$ cat src/rtl/cmp_timer_pkg.sv
package cmp_timer_pkg;

    // Register offsets (byte addresses) seen by software
    localparam int unsigned OFS_CNT_LO = 32'h00;
    localparam int unsigned OFS_CNT_HI = 32'h04;
    localparam int unsigned OFS_CTRL   = 32'h08;
    localparam int unsigned OFS_STAT   = 32'h0C;
    localparam int unsigned OFS_CMP_LO = 32'h10;
    localparam int unsigned OFS_CMP_HI = 32'h14;
    localparam int unsigned OFS_STEP   = 32'h18;

    // Control field positions
    localparam int unsigned CTRL_W  = 4;
    localparam int unsigned CB_RUN  = 0;
    localparam int unsigned CB_CMP  = 1;
    localparam int unsigned CB_IEN  = 2;
    localparam int unsigned CB_AUTO = 3;

    // Per-half write strobes for a split 64-bit register
    typedef struct packed {
        logic hi;
        logic lo;
    } half_we_t;

endpackage

$ cat src/rtl/cmp_timer_regs.sv
module cmp_timer_regs
    import cmp_timer_pkg::*;
#(
    parameter int unsigned ADDR_W = 5,
    parameter int unsigned DATA_W = 32,
    localparam int unsigned CNT_W = 2 * DATA_W
) (
    input  logic              clk,
    input  logic              rst_n,
    input  logic [ADDR_W-1:0] bus_addr,
    input  logic              bus_we,
    input  logic [DATA_W-1:0] bus_wdata,
    input  logic [CNT_W-1:0]  cnt_i,
    input  logic [CNT_W-1:0]  cmp_i,
    input  logic              flag_i,
    output logic [DATA_W-1:0] rdata_o,
    output logic [CTRL_W-1:0] ctrl_o,
    output logic [DATA_W-1:0] step_o,
    output half_we_t          cnt_we_o,
    output half_we_t          cmp_we_o,
    output logic              clr_o
);

    typedef struct packed {
        logic [CTRL_W-1:0] ctrl;
        logic [DATA_W-1:0] step;
    } regs_t;

    regs_t regs_d, regs_q;

    logic hit_cnt_lo, hit_cnt_hi, hit_ctrl, hit_stat;
    logic hit_cmp_lo, hit_cmp_hi, hit_step;

    always_comb begin
        hit_cnt_lo = (bus_addr == ADDR_W'(OFS_CNT_LO));
        hit_cnt_hi = (bus_addr == ADDR_W'(OFS_CNT_HI));
        hit_ctrl   = (bus_addr == ADDR_W'(OFS_CTRL));
        hit_stat   = (bus_addr == ADDR_W'(OFS_STAT));
        hit_cmp_lo = (bus_addr == ADDR_W'(OFS_CMP_LO));
        hit_cmp_hi = (bus_addr == ADDR_W'(OFS_CMP_HI));
        hit_step   = (bus_addr == ADDR_W'(OFS_STEP));
    end

    // Next-state for the locally held registers and write strobes
    always_comb begin
        regs_d = regs_q;
        if (bus_we && hit_ctrl) begin
            regs_d.ctrl = bus_wdata[CTRL_W-1:0];
        end
        if (bus_we && hit_step) begin
            regs_d.step = bus_wdata;
        end
        cnt_we_o.lo = bus_we && hit_cnt_lo;
        cnt_we_o.hi = bus_we && hit_cnt_hi;
        cmp_we_o.lo = bus_we && hit_cmp_lo;
        cmp_we_o.hi = bus_we && hit_cmp_hi;
        clr_o       = bus_we && hit_stat && bus_wdata[0];
    end

    always_ff @(posedge clk or negedge rst_n) begin
        if (!rst_n) begin
            regs_q <= '0;
        end else begin
            regs_q <= regs_d;
        end
    end

    // Read multiplexer
    always_comb begin
        rdata_o = '0;
        unique case (1'b1)
            hit_cnt_lo: rdata_o = cnt_i[DATA_W-1:0];
            hit_cnt_hi: rdata_o = cnt_i[CNT_W-1:DATA_W];
            hit_ctrl:   rdata_o = DATA_W'(regs_q.ctrl);
            hit_stat:   rdata_o = DATA_W'(flag_i);
            hit_cmp_lo: rdata_o = cmp_i[DATA_W-1:0];
            hit_cmp_hi: rdata_o = cmp_i[CNT_W-1:DATA_W];
            hit_step:   rdata_o = regs_q.step;
            default:    rdata_o = '0;
        endcase
    end

    assign ctrl_o = regs_q.ctrl;
    assign step_o = regs_q.step;

endmodule

$ cat src/rtl/cmp_timer_count.sv
module cmp_timer_count
    import cmp_timer_pkg::*;
#(
    parameter int unsigned DATA_W = 32,
    localparam int unsigned CNT_W = 2 * DATA_W
) (
    input  logic              clk,
    input  logic              rst_n,
    input  logic              run_i,
    input  half_we_t          we_i,
    input  logic [DATA_W-1:0] wdata_i,
    output logic [CNT_W-1:0]  cnt_o
);

    typedef struct packed {
        logic [CNT_W-1:0] cnt;
    } cnt_st_t;

    cnt_st_t st_d, st_q;

    // A half write wins over the increment for that cycle
    always_comb begin
        st_d = st_q;
        if (we_i.lo || we_i.hi) begin
            if (we_i.lo) begin
                st_d.cnt[DATA_W-1:0] = wdata_i;
            end
            if (we_i.hi) begin
                st_d.cnt[CNT_W-1:DATA_W] = wdata_i;
            end
        end else if (run_i) begin
            st_d.cnt = st_q.cnt + CNT_W'(1);
        end
    end

    always_ff @(posedge clk or negedge rst_n) begin
        if (!rst_n) begin
            st_q <= '0;
        end else begin
            st_q <= st_d;
        end
    end

    assign cnt_o = st_q.cnt;

endmodule

$ cat src/rtl/cmp_timer_match.sv
module cmp_timer_match
    import cmp_timer_pkg::*;
#(
    parameter int unsigned DATA_W = 32,
    localparam int unsigned CNT_W = 2 * DATA_W
) (
    input  logic              clk,
    input  logic              rst_n,
    input  logic [CNT_W-1:0]  cnt_i,
    input  logic              en_i,
    input  logic              auto_i,
    input  logic [DATA_W-1:0] step_i,
    input  half_we_t          we_i,
    input  logic [DATA_W-1:0] wdata_i,
    input  logic              clr_i,
    output logic [CNT_W-1:0]  cmp_o,
    output logic              flag_o
);

    typedef struct packed {
        logic [CNT_W-1:0] cmp;
        logic             flag;
    } match_st_t;

    match_st_t st_d, st_q;
    logic      hit;

    always_comb begin
        hit  = en_i && (cnt_i >= st_q.cmp);
        st_d = st_q;

        // Comparator: software write first, else periodic re-arm
        if (we_i.lo || we_i.hi) begin
            if (we_i.lo) begin
                st_d.cmp[DATA_W-1:0] = wdata_i;
            end
            if (we_i.hi) begin
                st_d.cmp[CNT_W-1:DATA_W] = wdata_i;
            end
        end else if (hit && auto_i) begin
            st_d.cmp = st_q.cmp + CNT_W'(step_i);
        end

        // Sticky flag: a live match overrides a clear
        if (hit) begin
            st_d.flag = 1'b1;
        end else if (clr_i) begin
            st_d.flag = 1'b0;
        end
    end

    always_ff @(posedge clk or negedge rst_n) begin
        if (!rst_n) begin
            st_q <= '0;
        end else begin
            st_q <= st_d;
        end
    end

    assign cmp_o  = st_q.cmp;
    assign flag_o = st_q.flag;

endmodule

$ cat src/rtl/cmp_event_timer.sv
module cmp_event_timer
    import cmp_timer_pkg::*;
#(
    parameter int unsigned ADDR_W = 5,
    parameter int unsigned DATA_W = 32,
    localparam int unsigned CNT_W = 2 * DATA_W
) (
    input  logic              clk,
    input  logic              rst_n,
    input  logic [ADDR_W-1:0] bus_addr,
    input  logic              bus_we,
    input  logic [DATA_W-1:0] bus_wdata,
    output logic [DATA_W-1:0] bus_rdata,
    output logic              irq
);

    logic [CNT_W-1:0]  cnt_q;
    logic [CNT_W-1:0]  cmp_q;
    logic [CTRL_W-1:0] ctrl_q;
    logic [DATA_W-1:0] step_q;
    logic              flag_q;
    half_we_t          cnt_we;
    half_we_t          cmp_we;
    logic              flag_clr;

    cmp_timer_regs #(
        .ADDR_W (ADDR_W),
        .DATA_W (DATA_W)
    ) regs_i (
        .clk       (clk),
        .rst_n     (rst_n),
        .bus_addr  (bus_addr),
        .bus_we    (bus_we),
        .bus_wdata (bus_wdata),
        .cnt_i     (cnt_q),
        .cmp_i     (cmp_q),
        .flag_i    (flag_q),
        .rdata_o   (bus_rdata),
        .ctrl_o    (ctrl_q),
        .step_o    (step_q),
        .cnt_we_o  (cnt_we),
        .cmp_we_o  (cmp_we),
        .clr_o     (flag_clr)
    );

    cmp_timer_count #(
        .DATA_W (DATA_W)
    ) count_i (
        .clk     (clk),
        .rst_n   (rst_n),
        .run_i   (ctrl_q[CB_RUN]),
        .we_i    (cnt_we),
        .wdata_i (bus_wdata),
        .cnt_o   (cnt_q)
    );

    cmp_timer_match #(
        .DATA_W (DATA_W)
    ) match_i (
        .clk     (clk),
        .rst_n   (rst_n),
        .cnt_i   (cnt_q),
        .en_i    (ctrl_q[CB_CMP]),
        .auto_i  (ctrl_q[CB_AUTO]),
        .step_i  (step_q),
        .we_i    (cmp_we),
        .wdata_i (bus_wdata),
        .clr_i   (flag_clr),
        .cmp_o   (cmp_q),
        .flag_o  (flag_q)
    );

    assign irq = flag_q && ctrl_q[CB_IEN];

endmodule

$ cat config.mk
export PLATFORM = sky130hd
export DESIGN_NAME = cmp_event_timer
export DESIGN_NICKNAME = d
export VERILOG_FILES = /design/src/rtl/cmp_timer_pkg.sv /design/src/rtl/cmp_timer_regs.sv /design/src/rtl/cmp_timer_count.sv /design/src/rtl/cmp_timer_match.sv /design/src/rtl/cmp_event_timer.sv
export SDC_FILE = /design/constraint.sdc
export NUM_CORES = 1
export LEC_CHECK = 0
export BUFFER_PORTS_ARGS = -buffer_cell sky130_fd_sc_hd__buf_2
export CAP_MARGIN = 20
export CELL_PAD_IN_SITES_DETAIL_PLACEMENT = 0
export CELL_PAD_IN_SITES_GLOBAL_PLACEMENT = 1
export CORE_MARGIN = 2
export CORE_UTILIZATION = 35
export CTS_CLUSTER_SIZE = 14
export DETAILED_ROUTE_END_ITERATION = 8
export PLACE_DENSITY = 0.73
export SLEW_MARGIN = 15
export SYNTH_ARGS = -nofsm -noshare
export SYNTH_HDL_FRONTEND = slang
export SYNTH_SLANG_ARGS = --single-unit
export TNS_END_PERCENT = 30
$ cat constraint.sdc
create_clock -name clk -period 3.5 [get_ports clk]
set_input_delay 0.7 -clock clk [delete_from_list [all_inputs] [get_ports clk]]
set_output_delay 0.7 -clock clk [all_outputs]
set_load 0.05 [all_outputs]
==> reports/qor.yml <==
synth_ff_type: "dfrtp_1"
wirelength_um: 53300
clockBufferDepth: 2
nets: 1850
cts_tree: "built"
dr_total_vias: 13900
finalHoldViolCount: 0
layout-drive-gt1-share: 0.168
reg2reg_depth: 10
numCtsBuffers: 17
die-area_sq_um: 39700
grt_pass1_vias: 13100
slowest_delay_ns: 0.53
cp-end-kind: "flop"
cts_hold_buffers: 0
antenna_cells: 0
period_share: 0.959
avgViaCountPerCell: 6.21
synth_cell_types: 79
setup_viol: 0
finalSetupTns_ns: 0
rows: 71
ir_worst_vdd_mv: 0.285
synth.yosys.warnings: 0
status: "completed"
overflow: 0
rsz0062_at_grt: "false"
worstPathArrival_ns: 3.68
slew_headroom: 0.454
stdcell_count: 2236
fill_cells: 3767
cap_violations: 0
report.final.slew_viol_count: 0
multi_input_area_sq_um: 8560
worst_skew_pair.late_latency_ns: 0.46
synth.avg_cell_area_sq_um: 8.18
syn_inst: 1630
detail_route.first_pass.iterations: 8
track_usage: 0.272
worst_pin_slew_ns: 0.812
initial_core_util: 0.355
drc: 0
p_leak_uw: 0.00693
crit_chain: "ha_1 > a21oi_1 > nor2_1 > o21bai_1 > a211oi_1 > nor3_2 > a211oi_2 > nand4_4 > o32ai_1 > a21oi_1"
regArea_sq_um: 4130
antenna_found_initial: 0
wl_per_cell_um: 23.8
grt_first_pass_wirelength_um: 81100
io_pins: 73
crit_top_cell: "a21oi_1"
postRouteAntennaNets: 0
cp_max_fo: 10
synth_area_sq_um: 13300
fmax_mhz: 298
grt_start_max_net_pins: 67
gp_congestion: 0.914
crit_slowest_cell: "a211oi_1"
cts_htree_levels: 4
r2r_start: "match_i.cmp_o[13]$_DFFE_PN0P_"
portBuffers: 72
place_inst: 2204
core_area_sq_um: 37600
ys_ff_latch: 165
ys_async_sr_fraction: 1.00
p_per_area_nw_per_um2: 671
skew_ns: 0.0120
area_delta_synth_final_pct: 17.0
crit_start: "match_i.cmp_o[13]$_DFFE_PN0P_"
path_class: "flop to flop"
die_y_um: 199
synth_edf_count: 0
whs_ns: 0.273
ys_seq_area_frac: 0.310
min_path_type: "primary input to asynchronous set/reset pin"
clkSinkCount: 165
cts.clk_slew.worst_paths_ns: 0.07
cts_root_buf: "clkbuf_16"
finalCriticalPeriod_ns: 3.35
drt-initial-drc-count: 1174
cp-start-kind: "flop"
crit_required_ns: 3.83
finalPower_uw: 10500
synth_nets: 1768
dpl.hpwl_um: 40400
die-width_um: 199
[registers in the layout (all words and copies together), names as in the netlist]
name	cells
match_i.cmp_o	64
match_i.flag_o	1
regs_i.ctrl_o	4
count_i.cnt_o	64
regs_i.step_o	32
[power by group]
group / switching, uW / total [uW] / leakage [uW] / internal, uW
clock network: 910 / 2210 / 0.000315 / 1300
registers: 592 / 2990 / 0.00205 / 2400
logic: 3220 / 5280 / 0.00456 / 2060
[worst paths after layout]
| check | slack, ns | end |
|---|---|---|
| worst min-delay path | 0.27 | match_i.cmp_o[43]$_DFFE_PN0P_ |
| worst min register to register | 0.52 | match_i.cmp_o[34]$_DFFE_PN0P_ |
| max in group asynchronous | 2.34 | count_i.cnt_o[20]$_DFFE_PN0P_ |
| worst max register to register | 0.15 | match_i.cmp_o[62]$_DFFE_PN0P_ |
| min in group clk | 0.52 | match_i.cmp_o[34]$_DFFE_PN0P_ |
| worst max-delay path | 0.15 | match_i.cmp_o[62]$_DFFE_PN0P_ |
[critical path: cells and delay by family (launching register included)]
| kind | cells | cell delay, ns |
|---|---|---|
| compound gates | 6 | 1.77 |
| fa+ha+maj | 1 | 0.47 |
| flops | 1 | 0.40 |
| simple gates | 3 | 0.58 |
[cell families after synthesis]
logic type / synth area share
buf+inv: 0.0555
compound gates: 0.313
flops: 0.310
fa+ha+maj: 0.0925
simple gates: 0.168
mux: 0.0440
xor+xnor: 0.0177
[layout by cell type, fill, tap and decap left out, types with 6 or more instances in the layout]
| cell type | netlist | final |
|---|---|---|
| and3_1 | 26 | 24 |
| a31oi_1 | 20 | 20 |
| mux2i_1 | 8 | 8 |
| buf_12 | 0 | 17 |
| a21oi_1 | 238 | 234 |
| o22a_1 | 16 | 16 |
| nand2_1 | 127 | 126 |
| mux2_2 | 39 | 39 |
| nor3_1 | 14 | 13 |
| o22ai_1 | 32 | 32 |
| clkbuf_16 | 0 | 17 |
| nand4_1 | 25 | 25 |
| and2_1 | 8 | 7 |
| buf_2 | 22 | 70 |
| o31ai_1 | 15 | 15 |
| o21a_1 | 8 | 8 |
| o211ai_1 | 6 | 6 |
| dfrtp_1 | 165 | 165 |
| and4_1 | 6 | 6 |
| a21o_1 | 42 | 42 |
| xnor2_1 | 12 | 12 |
| inv_1 | 80 | 80 |
| nand3_1 | 70 | 68 |
| a211oi_1 | 54 | 54 |
| ha_1 | 97 | 97 |
| nand2b_1 | 10 | 10 |
| buf_4 | 1 | 82 |
| o21ai_0 | 81 | 81 |
| a22oi_1 | 36 | 36 |
| o21bai_1 | 8 | 8 |
| o32ai_1 | 9 | 9 |
| a221oi_1 | 35 | 35 |
| nor2_1 | 127 | 127 |
| xor2_1 | 15 | 15 |
[metrics by stage]
stage,worst slack (ns),cell area (sq um),util
floorplan,0.00712,13300,-
global placement,0.119,14900,0.397
detailed placement,0.0658,14900,0.397
CTS,0.0304,15600,0.414
global route,0.0221,15600,0.415
finish,0.145,15600,0.415
[per-layer routing]
metal,GRT usage,up-vias,part of all wire
met5,0,-,0
met4,0.0829,0,0.026
met3,0.0356,89,0.068
met2,0.413,583,0.44
met1,0.399,6900,0.46
li1,-,6314,-
[synthesized netlist by cell type, types with 15 or more instances]
cell type    n  area, sq um
a21oi_1    238         1190
dfrtp_1    165         4130
nand2_1    127          477
nor2_1     127          477
ha_1        97         1210
o21ai_0     81          405
inv_1       80          300
clkbuf_1    72          270
nand3_1     70          350
a211oi_1    54          405
a21o_1      42          315
mux2_2      39          439
a22oi_1     36          270
a221oi_1    35          307
o22ai_1     32          200
and3_1      26          163
nand4_1     25          156
buf_2       22          110
a31oi_1     20          125
o22a_1      16          140
o31ai_1     15          113
xor2_1      15          131
[what timing repair did]
action / CTS / global route
setup buffers: 0 / 0
gates resized for setup: 0 / 7
setup endpoints to repair: 0 / 12
[cell type report]
| type | count | share of cell area |
|---|---|---|
| multi-input cells | 1278 | 0.548 |
| clock inverters | 14 | 0.0144 |
| flip-flops and latches | 165 | 0.265 |
| well taps | 511 | 0.0410 |
| inverters | 80 | 0.0192 |
| clock buffers | 18 | 0.0281 |
| repair buffers | 170 | 0.0844 |
Note: power is estimated with default switching activity, not from simulation.
